File: src/rtl/pmd_pkg.sv
package pmd_pkg;
  localparam int unsigned PMD_NPINS = 4;
  typedef logic [PMD_NPINS-1:0] pin_vec_t;
endpackage

File: src/rtl/pmd_snapshot.sv
module pmd_snapshot #(
  parameter int unsigned NPINS = 4
) (
  input  logic             clk,
  input  logic             rst_n,
  input  logic [NPINS-1:0] pins,
  input  logic             load,
  output logic [NPINS-1:0] snap,
  output logic [NPINS-1:0] snap_eff
);
  always_ff @(posedge clk) begin
    if (!rst_n)    snap <= '0;
    else if (load) snap <= pins;
  end

  // Value the snapshot will hold after this edge; used for same-cycle compare
  assign snap_eff = load ? pins : snap;

  AST_SNAP_LOAD: assert property (@(posedge clk) disable iff (!rst_n)
    load |=> snap == $past(pins));
  AST_SNAP_HOLD: assert property (@(posedge clk) disable iff (!rst_n)
    !load |=> $stable(snap));
endmodule

File: src/rtl/pmd_compare.sv
module pmd_compare #(
  parameter int unsigned NPINS = 4
) (
  input  logic [NPINS-1:0] ref_lvl,
  input  logic [NPINS-1:0] cur_lvl,
  output logic             mismatch
);
  logic [NPINS-1:0] diff;

  for (genvar i = 0; i < NPINS; i++) begin : g_bit
    assign diff[i] = ref_lvl[i] ^ cur_lvl[i];
  end

  assign mismatch = |diff;
endmodule

File: src/rtl/pmd_flag.sv
module pmd_flag #(
  parameter bit FLAG_RST = 1'b0
) (
  input  logic clk,
  input  logic rst_n,
  input  logic mismatch,
  input  logic clr,
  output logic flag
);
  always_ff @(posedge clk) begin
    if (!rst_n)        flag <= FLAG_RST;
    else if (mismatch) flag <= 1'b1;
    else if (clr)      flag <= 1'b0;
  end

  AST_SET_ON_DIFF: assert property (@(posedge clk) disable iff (!rst_n)
    mismatch |=> flag);
  AST_CLR_OVERRIDE: assert property (@(posedge clk) disable iff (!rst_n)
    (mismatch && clr) |=> flag);
  AST_CLR_WORKS: assert property (@(posedge clk) disable iff (!rst_n)
    (clr && !mismatch) |=> !flag);
  AST_NO_HW_CLEAR: assert property (@(posedge clk) disable iff (!rst_n)
    (flag && !clr) |=> flag);
endmodule

File: src/rtl/port_change_detect.sv
module port_change_detect
  import pmd_pkg::*;
#(
  parameter int unsigned NPINS    = PMD_NPINS,
  parameter bit          FLAG_RST = 1'b0
) (
  input  logic             clk,
  input  logic             rst_n,
  input  logic [NPINS-1:0] pins,
  input  logic             rd_stb,
  input  logic             clr_stb,
  output logic [NPINS-1:0] rd_data,
  output logic             rd_valid,
  output logic             chg_flag
);
  logic [NPINS-1:0] snap;
  logic [NPINS-1:0] snap_eff;
  logic             mismatch;

  pmd_snapshot #(.NPINS(NPINS)) u_snap (
    .clk(clk), .rst_n(rst_n), .pins(pins), .load(rd_stb),
    .snap(snap), .snap_eff(snap_eff)
  );

  pmd_compare #(.NPINS(NPINS)) u_cmp (
    .ref_lvl(snap_eff), .cur_lvl(pins), .mismatch(mismatch)
  );

  pmd_flag #(.FLAG_RST(FLAG_RST)) u_flag (
    .clk(clk), .rst_n(rst_n), .mismatch(mismatch), .clr(clr_stb),
    .flag(chg_flag)
  );

  always_ff @(posedge clk) begin
    if (!rst_n) rd_valid <= 1'b0;
    else        rd_valid <= rd_stb;
  end

  assign rd_data = snap;

  AST_READ_PULSE: assert property (@(posedge clk) disable iff (!rst_n)
    rd_stb |=> rd_valid);
  AST_NO_SPURIOUS_VALID: assert property (@(posedge clk) disable iff (!rst_n)
    !rd_stb |=> !rd_valid);
  AST_READ_CLEAR_SAME: assert property (@(posedge clk) disable iff (!rst_n)
    (rd_stb && clr_stb) |=> !chg_flag);
  AST_DIFF_NO_READ: assert property (@(posedge clk) disable iff (!rst_n)
    (!rd_stb && (snap != pins)) |=> chg_flag);
endmodule

File: config.mk
export PLATFORM = sky130hd
export DESIGN_NAME = port_change_detect
export DESIGN_NICKNAME = d
export VERILOG_FILES = /design/src/rtl/pmd_pkg.sv /design/src/rtl/pmd_snapshot.sv /design/src/rtl/pmd_compare.sv /design/src/rtl/pmd_flag.sv /design/src/rtl/port_change_detect.sv
export SDC_FILE = /design/constraint.sdc
export NUM_CORES = 1
export LEC_CHECK = 0
export BUFFER_PORTS_ARGS = -buffer_cell sky130_fd_sc_hd__buf_4
export CORE_AREA = 10 10 47 49
export DETAILED_ROUTE_END_ITERATION = 7
export DIE_AREA = 0 0 57 59
export PLACE_DENSITY_LB_ADDON = 0.08
export SLEW_MARGIN = 5
export SYNTH_ARGS = -nofsm -noshare
export SYNTH_HDL_FRONTEND = slang
export SYNTH_SLANG_ARGS = --single-unit
export TNS_END_PERCENT = 30
File: constraint.sdc
create_clock -name clk -period 1 [get_ports clk]
set_clock_uncertainty 0.05 [all_clocks]
set_input_delay 0.1 -clock clk [delete_from_list [all_inputs] [get_ports clk]]
set_output_delay 0.1 -clock clk [all_outputs]
set_load 0.05 [all_outputs]
Word level (Yosys, flattened, before mapping). Index checks and enable logic that the tools add are counted.

Bitwise gates (word level): 4. Multiplexer cells: 3. Reductions and logical operators: 2.

Operators with widths (count): 4-bit 2-to-1 mux (1); 4-bit OR reduction (1); 1-bit XOR (4); 1-bit 2-to-1 mux (2); 2-bit nonzero test (1).

Register bits: 6. Logic and storage cells: 12. Bits of input ports: 8.

Depth between registers and ports, before layout. Gate-level depths: netlist of run 1.

Depth in word-level cells: 4. Mapped depth: 3. Gate-level depth less buffers: 3.

Modules after synthesis. A second synthesis of run 1 with hierarchy kept.

Cells, all modules: 22. Area total of the unflattened synthesis: 262.8 um^2.

Modules (own cells, without submodules): pmd_snapshot (times used 1, sequential area each 80.1 um^2, area each 153.9 um^2, cells each 12); pmd_compare (times used 1, sequential area each 0.0 um^2, area each 41.3 um^2, cells each 5); pmd_flag (times used 1, sequential area each 20.0 um^2, area each 41.3 um^2, cells each 3); port_change_detect (times used 1, sequential area each 20.0 um^2, area each 26.3 um^2, cells each 2).

Worst setup path before layout of run 1. No wires, ideal clock.

Path type: reg-to-reg. From: register u_snap.snap[2]. To: register u_flag.flag. Arrival: 1.099 ns. Buffers on the path: 0. Slack: -0.263 ns. Cell stages (with the launch flop): 4. Data required time: 0.835 ns. Clock period less this slack: 1.263 ns. Library setup time: 0.115 ns. Cell sequence: dfxtp_1 > xnor2_1 > a41oi_1 > o21a_1.

Word-level cells in the longest chain between the ends: 4. Elaborated cells on any way between the ends: 5. Classes of those cells: mux (2); bitwise (1); reduce/logical (2).

Ends and longest elaborated chain: start: declaration (RTL line pmd_snapshot.sv:8) `output logic [NPINS-1:0] snap,`; start signal: assignment (RTL line pmd_snapshot.sv:13) `else if (load) snap <= pins;`; 4-bit 2-to-1 mux (*) (RTL line pmd_snapshot.sv:17) `assign snap_eff = load ? pins : snap;`; 1-bit XOR (*) (RTL line pmd_compare.sv:11) `assign diff[i] = ref_lvl[i] ^ cur_lvl[i];`; 4-bit OR reduction (*) (RTL line pmd_compare.sv:14) `assign mismatch = |diff;`; 1-bit 2-to-1 mux or 2-bit nonzero test (tied branches); end signal: assignment (RTL line pmd_flag.sv:11) `if (!rst_n) flag <= FLAG_RST;`; end signal: assignment (RTL line pmd_flag.sv:12) `else if (mismatch) flag <= 1'b1;`; end signal: assignment (RTL line pmd_flag.sv:13) `else if (clr) flag <= 1'b0;`; end: declaration (RTL line pmd_flag.sv:8) `output logic flag`.

Mark *: on every way between the ends. The rest lies on a longest branch, timed or not. A chain may end at the register's enable or synchronous reset.

Final worst setup path of run 1.
From: register u_snap.snap[0]. To: output rd_data[0].

RTL lines: end: declaration (RTL line port_change_detect.sv:12) `output logic [NPINS-1:0] rd_data,`.

No word-level cell between the ends.

==> impl_metrics.ini, run 1 <==
[synthesis]
synth_top_family_by_area = multiplexers
yosysTopAreaCell = dfxtp_1
synth_fp_nets = 31
ys_warn_count = 0
synthAdderAreaFrac = 0
synth_area_um2 = 254
synth_cells = 23
synth_top_area_frac = 0.473
synth_mux_area_frac = 0.158
synth.avg_cell_area_um2 = 11.0
synth-simple-area-share = 0.148
synth_compound_area_frac = 0.0640
synth_area_leaders = dfxtp_1, mux2i_1, xnor2_1
synth_cell_types = 8
synth_xor_xnor_area_share = 0.138
ys_seq_area_frac = 0.473
ys_ff_latch = 6

[setup_path]
critical-path-top-delay-family = flip-flops
rr_worst_depth = 3
cp-start-kind = flop
path_max_fanout = 3
worstSetupEndpointType = primary output
cp-startpoint = u_snap.snap[0]
crit_chain = buf_4
critPathRequiredTime_ns = 0.85
slowest_stage = dfxtp_4
worst-path-stages = 1
endpoint = rd_data[0]
rr_endpoint = u_flag.flag
crit_type = flop to primary output
crit_buf_inv = 1
crit_arrival_ns = 0.81
reg2reg_slack_ns = 0.04
r2r-start = u_snap.snap[0]
cpPeakStageDelay_ns = 0.37

[clocking]
clock_path_buffers = 2
tritoncts = yes
numClockSinks = 6
cts_max_level = 1
cts_root_buffer = clkbuf_4
clk_latency_ns = 0.24
cts-buffers-inserted = 3
clkSlewWorstSetupHoldPaths_ns = 0.05
holdBufCountCts = 0

[floorplan]
fp.dieArea_um2 = 3360
ioPinCount = 14
rows = 14
core_um2 = 1400
initial_core_util = 0.181
die_y_um = 59
die_w_um = 57

[global_routing]
antenna_found_initial = 0
grt_pass1_vias = 243
overflow = 0
grt_pass1_wl_um = 1060
track_usage = 0.0424
grt_max_degree = 7

[sta]
setup_tns_ns = 0
final.hold.worst_slack_ns = 0.0646
min_period_ns = 0.965
slew_headroom = 0.918
setup_viol = 0
drv_slew = 0
hold_viol_final = 0
worst_pin_slew_ns = 0.119
max_freq_mhz = 1040
finalCritPeriodShare = 0.965

[power]
finalPower_uw = 672
p_leak_uw = 0.000199
irDropWorstVdd_uv = 851
powerDensity_nw_per_um2 = 1470

[finish]
final_layout_size_suffix_gt1_frac = 0.641
finalNonFillerCells = 55
area_growth_pct = 79.8
fin_nets = 48
final_util = 0.326
regArea_um2 = 135
diodes = 0
final_common_cell = buf_4
final.fill_count = 149
multi_input_area_um2 = 178
mostFrequentLayoutCells = buf_4, nor2b_1, mux2i_1, dfxtp_4

[routing]
wirelength_um = 657
vias = 221
routedWlPerCell_um = 11.9
ant_nets = 0
drc_errors = 0
dr.pass1.iters = 2
drt_iter0_markers = 2
viasPerCell = 4.02

[run]
drv_cap = 0

[min_path]
hold_path.class = input port to flop

[place]
dp_hpwl_um = 540
gp_congestion = 0.687
port-buffer-count = 13
dp_cells = 51

[status]
outcome = finished clean
[layer usage]
metal,part of all wire,global-route usage,wire length [um],vias up
met2,0.45,0.0620,296,9
met3,0.090,0.0451,59,2
met1,0.45,0.0404,293,98
met4,0.012,0.0101,8,0
li1,-,-,-,112
met5,0,0,0,-
[kinds of logic (layout without fill, tap and decap cells)]
family                    after synthesis  after routing
and+or+nand+nor                         6              6
DFF                                     6              6
muxes                                   4              4
buffers and inverters                   1             17
xor gates and xnor gates                4              4
AOI/OAI and AO/OA                       2              2
[cell type report]
type,count,share of cell area
clock buffers,4,0.0575
multi-input cells,16,0.389
flip-flops and latches,6,0.296
well taps,16,0.0438
repair buffers,13,0.214
[stage by stage]
stage	area (um^2)	worst slack, ns
after floorplan	269	-0.00677
after global placement	382	0.0293
after detailed placement	382	0.0356
after CTS	408	0.0169
after global routing	457	-0.00559
final	457	0.0354
[flip-flops by register name, summed over array words and instances (netlist names)]
signal and cells:
rd_valid 1, u_flag.flag 1, u_snap.snap 4
[worst min-delay path by stage]
stage | start | end | slack [ns] | cells after the start
CTS | rst_n | u_flag.flag | 0.05 | 2
global route | rst_n | u_snap.snap[2] | 0.07 | 2
floorplan | rst_n | u_flag.flag | 0.17 | 1
detailed placement | rst_n | u_flag.flag | 0.31 | 2
global placement | rst_n | u_flag.flag | 0.30 | 2
finish | rst_n | rd_valid | 0.06 | 2
[synthesized netlist by cell type, drive strengths merged]
cell	n
dfxtp	6
mux2i	4
xnor2	4
nor2b	5
buf	1
a41oi	1
o21a	1
and2	1
[timing repair]
action / 4_1_cts / 5_1_grt
gates resized for setup: 0 / 6
setup endpoints to repair: 0 / 1
setup buffers: 0 / 0
[power by group]
part / internal [uW] / switching, uW
registers: 251 / 14.2
clock network: 151 / 84.0
logic: 80.4 / 91.4
No activity file was read; power rests on OpenSTA's default activity.
==> run 2: changes to the inputs <==
--- a/config.mk
+++ b/config.mk
@@ -10,6 +10,7 @@
 export DETAILED_ROUTE_END_ITERATION = 7
 export DIE_AREA = 0 0 57 59
 export PLACE_DENSITY_LB_ADDON = 0.08
+export SETUP_SLACK_MARGIN = 0.1
 export SLEW_MARGIN = 5
 export SYNTH_ARGS = -nofsm -noshare
 export SYNTH_HDL_FRONTEND = slang
==> impl_metrics.ini, run 2 (synthesis results as in run 1) <==
[routing]
routedWlPerCell_um = 11.9
dr.pass1.iters = 2
drc_errors = 0
viasPerCell = 4.02
vias = 221
ant_nets = 0
wirelength_um = 655
drt_iter0_markers = 2

[global_routing]
grt_max_degree = 7
antenna_found_initial = 0
grt_pass1_vias = 250
track_usage = 0.0459
overflow = 0
grt_pass1_wl_um = 1130

[floorplan]
die_y_um = 59
fp.dieArea_um2 = 3360
die_w_um = 57
core_um2 = 1400
initial_core_util = 0.181
ioPinCount = 14
rows = 14

[clocking]
tritoncts = yes
cts_max_level = 1
cts_root_buffer = clkbuf_4
cts-buffers-inserted = 3
clock_path_buffers = 2
holdBufCountCts = 0
clk_latency_ns = 0.24
numClockSinks = 6
clkSlewWorstSetupHoldPaths_ns = 0.05

[sta]
setup_viol = 0
rsz0062_at_grt = yes
drv_slew = 0
finalCritPeriodShare = 0.947
worst_pin_slew_ns = 0.124
max_freq_mhz = 1060
hold_viol_final = 0
slew_headroom = 0.915
min_period_ns = 0.947

[place]
dp_hpwl_um = 540
place_area_um2 = 382
port-buffer-count = 13
gp_congestion = 0.687
dp_cells = 51

[setup_path]
crit_arrival_ns = 1.03
worstSetupEndpointType = flop
cp-start-kind = flop
cp-startpoint = u_snap.snap[0]
r2r-start = u_snap.snap[0]
crit_type = flop to flop
path_max_fanout = 3
critPathRequiredTime_ns = 1.08

[power]
powerDensity_nw_per_um2 = 1450
p_leak_uw = 0.000202
irDropWorstVdd_uv = 854

[finish]
largest_reg_flops = 4
diodes = 0
mostFrequentLayoutCells = buf_4, nor2b_1, mux2i_1, dfxtp_4
top_regs = u_snap.snap x4, rd_valid x1, u_flag.flag x1
regMostFlops = u_snap.snap
area_growth_pct = 84.2
final_area_um2 = 468
final_common_cell = buf_4
finalNonFillerCells = 55
fin_nets = 48
final_layout_size_suffix_gt1_frac = 0.641

[min_path]
hp-start = rst_n
hold_path.class = input port to flop

[run]
drv_cap = 0

[status]
outcome = finished clean
run 2: cell counts in the layout (fill, tap and decap cells not counted):
No cell type changed its count.
run 2: cell type report:
cell class / count / area, um^2
timing repair buffer: 13 / 109
fill: 145 / 933
tap: 16 / 20.0
sequential: 6 / 135
multi-input combinational: 16 / 178
clock buffer: 4 / 26.3
run 2: power breakdown:
part	internal [uW]	leakage (uW)	switching, uW
clock network	151	0.0000150	85.0
logic	84.7	0.000134	91.6
registers	251	0.0000524	15.3
run 2: worst paths after layout:
path | cells past startpoint | slack (ns) | endpoint
worst max-delay path | 3 | 0.05 | u_flag.flag
worst max register to register | 3 | 0.05 | u_flag.flag
worst min register to register | 2 | 0.51 | u_snap.snap[3]
worst min-delay path | 2 | 0.06 | u_flag.flag
run 2: repair_timing:
action | in CTS | in global routing
endpoints found under the hold margin | 0 | 0
resized for setup | 8 | 1
gates cloned | 0 | 0
setup endpoints to repair | 6 | 7
setup buffers | 0 | 0
pin swaps | 4 | 0
run 2: critical path: stages, from the launching register on:
cell     delay, ns
dfxtp_4       0.36
xnor2_4       0.13
a41oi_2       0.12
o21a_1        0.17
run 2: per-layer routing:
layer | vias up | global-route usage | share of wire
met5 | - | 0 | 0
met4 | 0 | 0.0201 | 0.012
met3 | 2 | 0.0472 | 0.11
met2 | 9 | 0.0636 | 0.44
met1 | 97 | 0.0442 | 0.44
li1 | 113 | - | -
run 2: metrics by stage:
step | TNS [ns] | power [uW] | util | hold WS, ns | setup WS [ns]
detailed placement | 0 | 416 | 0.272 | 0.306 | 0.0356
global route | 0 | 720 | 0.334 | 0.0617 | 0.00952
global placement | 0 | 414 | 0.272 | 0.305 | 0.0293
CTS | 0 | 691 | 0.326 | 0.0543 | 0.0458
floorplan | -0.00677 | 359 | - | 0.168 | -0.00677
finish | 0 | 679 | 0.334 | 0.0596 | 0.0534
==> run 3: changes to the inputs <==
--- a/config.mk
+++ b/config.mk
@@ -5,10 +5,11 @@
 export SDC_FILE = /design/constraint.sdc
 export NUM_CORES = 1
 export LEC_CHECK = 0
-export BUFFER_PORTS_ARGS = -buffer_cell sky130_fd_sc_hd__buf_4
+export ABC_AREA = 1
 export CORE_AREA = 10 10 47 49
 export DETAILED_ROUTE_END_ITERATION = 7
 export DIE_AREA = 0 0 57 59
+export DONT_BUFFER_PORTS = 1
 export PLACE_DENSITY_LB_ADDON = 0.08
 export SETUP_SLACK_MARGIN = 0.1
 export SLEW_MARGIN = 5
==> impl_metrics.ini, run 3 <==
[global_routing]
track_usage = 0.0514
antenna_found_initial = 0
grt_max_degree = 11
grt_pass1_wl_um = 1300
grt_pass1_vias = 281
overflow = 0

[routing]
wirelength_um = 768
ant_nets = 0
vias = 290
drc_errors = 0
routedWlPerCell_um = 11.6
drt_iter0_markers = 9
viasPerCell = 4.39
dr.pass1.iters = 4

[floorplan]
core_um2 = 1400
ioPinCount = 14
rows = 14
die_w_um = 57
initial_core_util = 0.226
die_y_um = 59
fp.dieArea_um2 = 3360

[finish]
final_layout_size_suffix_gt1_frac = 0.440
final.fill_count = 162
largest_reg_flops = 4
area_growth_pct = 41.9
fin_nets = 59
top_regs = u_snap.snap x4, rd_valid x1, u_flag.flag x1
final_util = 0.321
diodes = 0
regMostFlops = u_snap.snap
mostFrequentLayoutCells = nand2_1, inv_1, a211oi_1, nand3_1, dfxtp_4
final_common_cell = nand2_1

[synthesis]
ys_warn_count = 0
synth.avg_cell_area_um2 = 7.91
synth_area_leaders = dfxtp_1, nand2_1, nor2_4
synth_cells = 40
synth_flop_cell = dfxtp_1
synth_area_um2 = 317
synthMostInstantiatedCell = nand2_1
yosysTopAreaCell = dfxtp_1
synth_cell_types = 12
ys_seq_area_frac = 0.379
synthTopCellsByCount = nand2_1, inv_1, dfxtp_1, a211oi_1, nand3_1
ys_ff_latch = 6
synth_top_area_frac = 0.379
synth_fp_nets = 48
async_flop_share = 0
synth-edff-count = 0

[sta]
hold_viol_final = 4
worst_pin_slew_ns = 0.179
finalCritPeriodShare = 0.916
rsz0062_at_grt = yes
drv_slew = 0
fin_ws_ns = 0.0841
final.hold.worst_slack_ns = -0.116
max_freq_mhz = 1090
setup_tns_ns = 0
min_period_ns = 0.916
slew_headroom = 0.880
setup_viol = 0

[power]
irDropWorstVdd_uv = 546
p_leak_uw = 0.000214
powerDensity_nw_per_um2 = 1550

[clocking]
holdBufCountCts = 1
cts_setup_buffers = 0
tritoncts = yes
cts-buffers-inserted = 3
clk_latency_ns = 0.25
clock_path_buffers = 2
cts_root_buffer = clkbuf_4
numClockSinks = 6
clkSlewWorstSetupHoldPaths_ns = 0.05
cts_max_level = 1

[setup_path]
crit_type = flop to primary output
worstSetupEndpointType = primary output
crit_arrival_ns = 0.77
cpPeakStageDelay_ns = 0.37
critPathRequiredTime_ns = 0.85
cp-start-kind = flop
critical-path-top-delay-family = flip-flops
crit_chain = buf_8
slowest_stage = dfxtp_4
crit_buf_inv = 1
path_max_fanout = 3

[min_path]
hold_path.class = input port to flop

[run]
drv_cap = 0

[place]
gp_congestion = 0.675
dp_worst_setup_slack_ns = 0.158
port-buffer-count = 0
dp_hpwl_um = 623

[status]
violations = negative hold slack
outcome = finished with violations
run 3: cell count changes after synthesis, sizes merged:
cell and delta:
o21a -1, xnor2 -4, a211oi +4, nand3 +5, nor2 +6, and2 -1, inv +8, mux2i -4
nand2 +9, a21oi +1, nor2b -5, a41oi -1
run 3: worst paths after layout:
path | slack (ns) | to | depth (start not counted) | start
max | 0.08 | rd_data[1] | 1 | u_snap.snap[1]
max reg2reg | 0.13 | u_flag.flag | 5 | u_snap.snap[3]
min reg2reg | 0.47 | u_snap.snap[2] | 2 | u_snap.snap[2]
min | -0.12 | u_snap.snap[1] | 1 | rd_stb
run 3: what timing repair did:
action	CTS	global route
resized for setup	7	0
gates cloned	0	0
endpoints found under the hold margin	5	4
endpoints found under the setup margin	5	7
run 3: per-stage QoR:
stage,std cells,power [uW],hold WS [ns],area [um^2]
2_1_floorplan,40,405,0.148,333
3_3_place_gp,61,430,0.144,387
3_5_place_dp,61,433,0.144,387
4_1_cts,66,711,-0.124,449
5_1_grt,66,744,-0.136,449
6_report,66,694,-0.116,449
run 3: routing by layer:
layer  vias up  GRT usage  wire length, um
met5         -          0                0
met4         0     0.0403               12
met3         2     0.0408              112
met2        15     0.0605              324
met1       127     0.0580              318
li1        146          -                -
run 3: final cells by class:
cell class / instances / area, um^2 / share of cell area
inverter: 8 / 32.5 / 0.0724
sequential: 6 / 136 / 0.304
timing repair buffer: 7 / 81.3 / 0.181
multi-input combinational: 25 / 153 / 0.340
clock buffer: 4 / 26.3 / 0.0585
tap: 16 / 20.0 / 0.0446
run 3: logic make-up after synthesis:
kind of cell | after synthesis | share of synthesized area
AOI/OAI and AO/OA | 5 | 0.123
and+or+nand+nor | 20 | 0.360
buffers and inverters | 9 | 0.138
DFF | 6 | 0.379
run 3: power by group:
group / switching (uW) / internal [uW]
sequential: 19.2 / 256
combinational: 103 / 67.5
clock: 96.7 / 152
total: 219 / 475
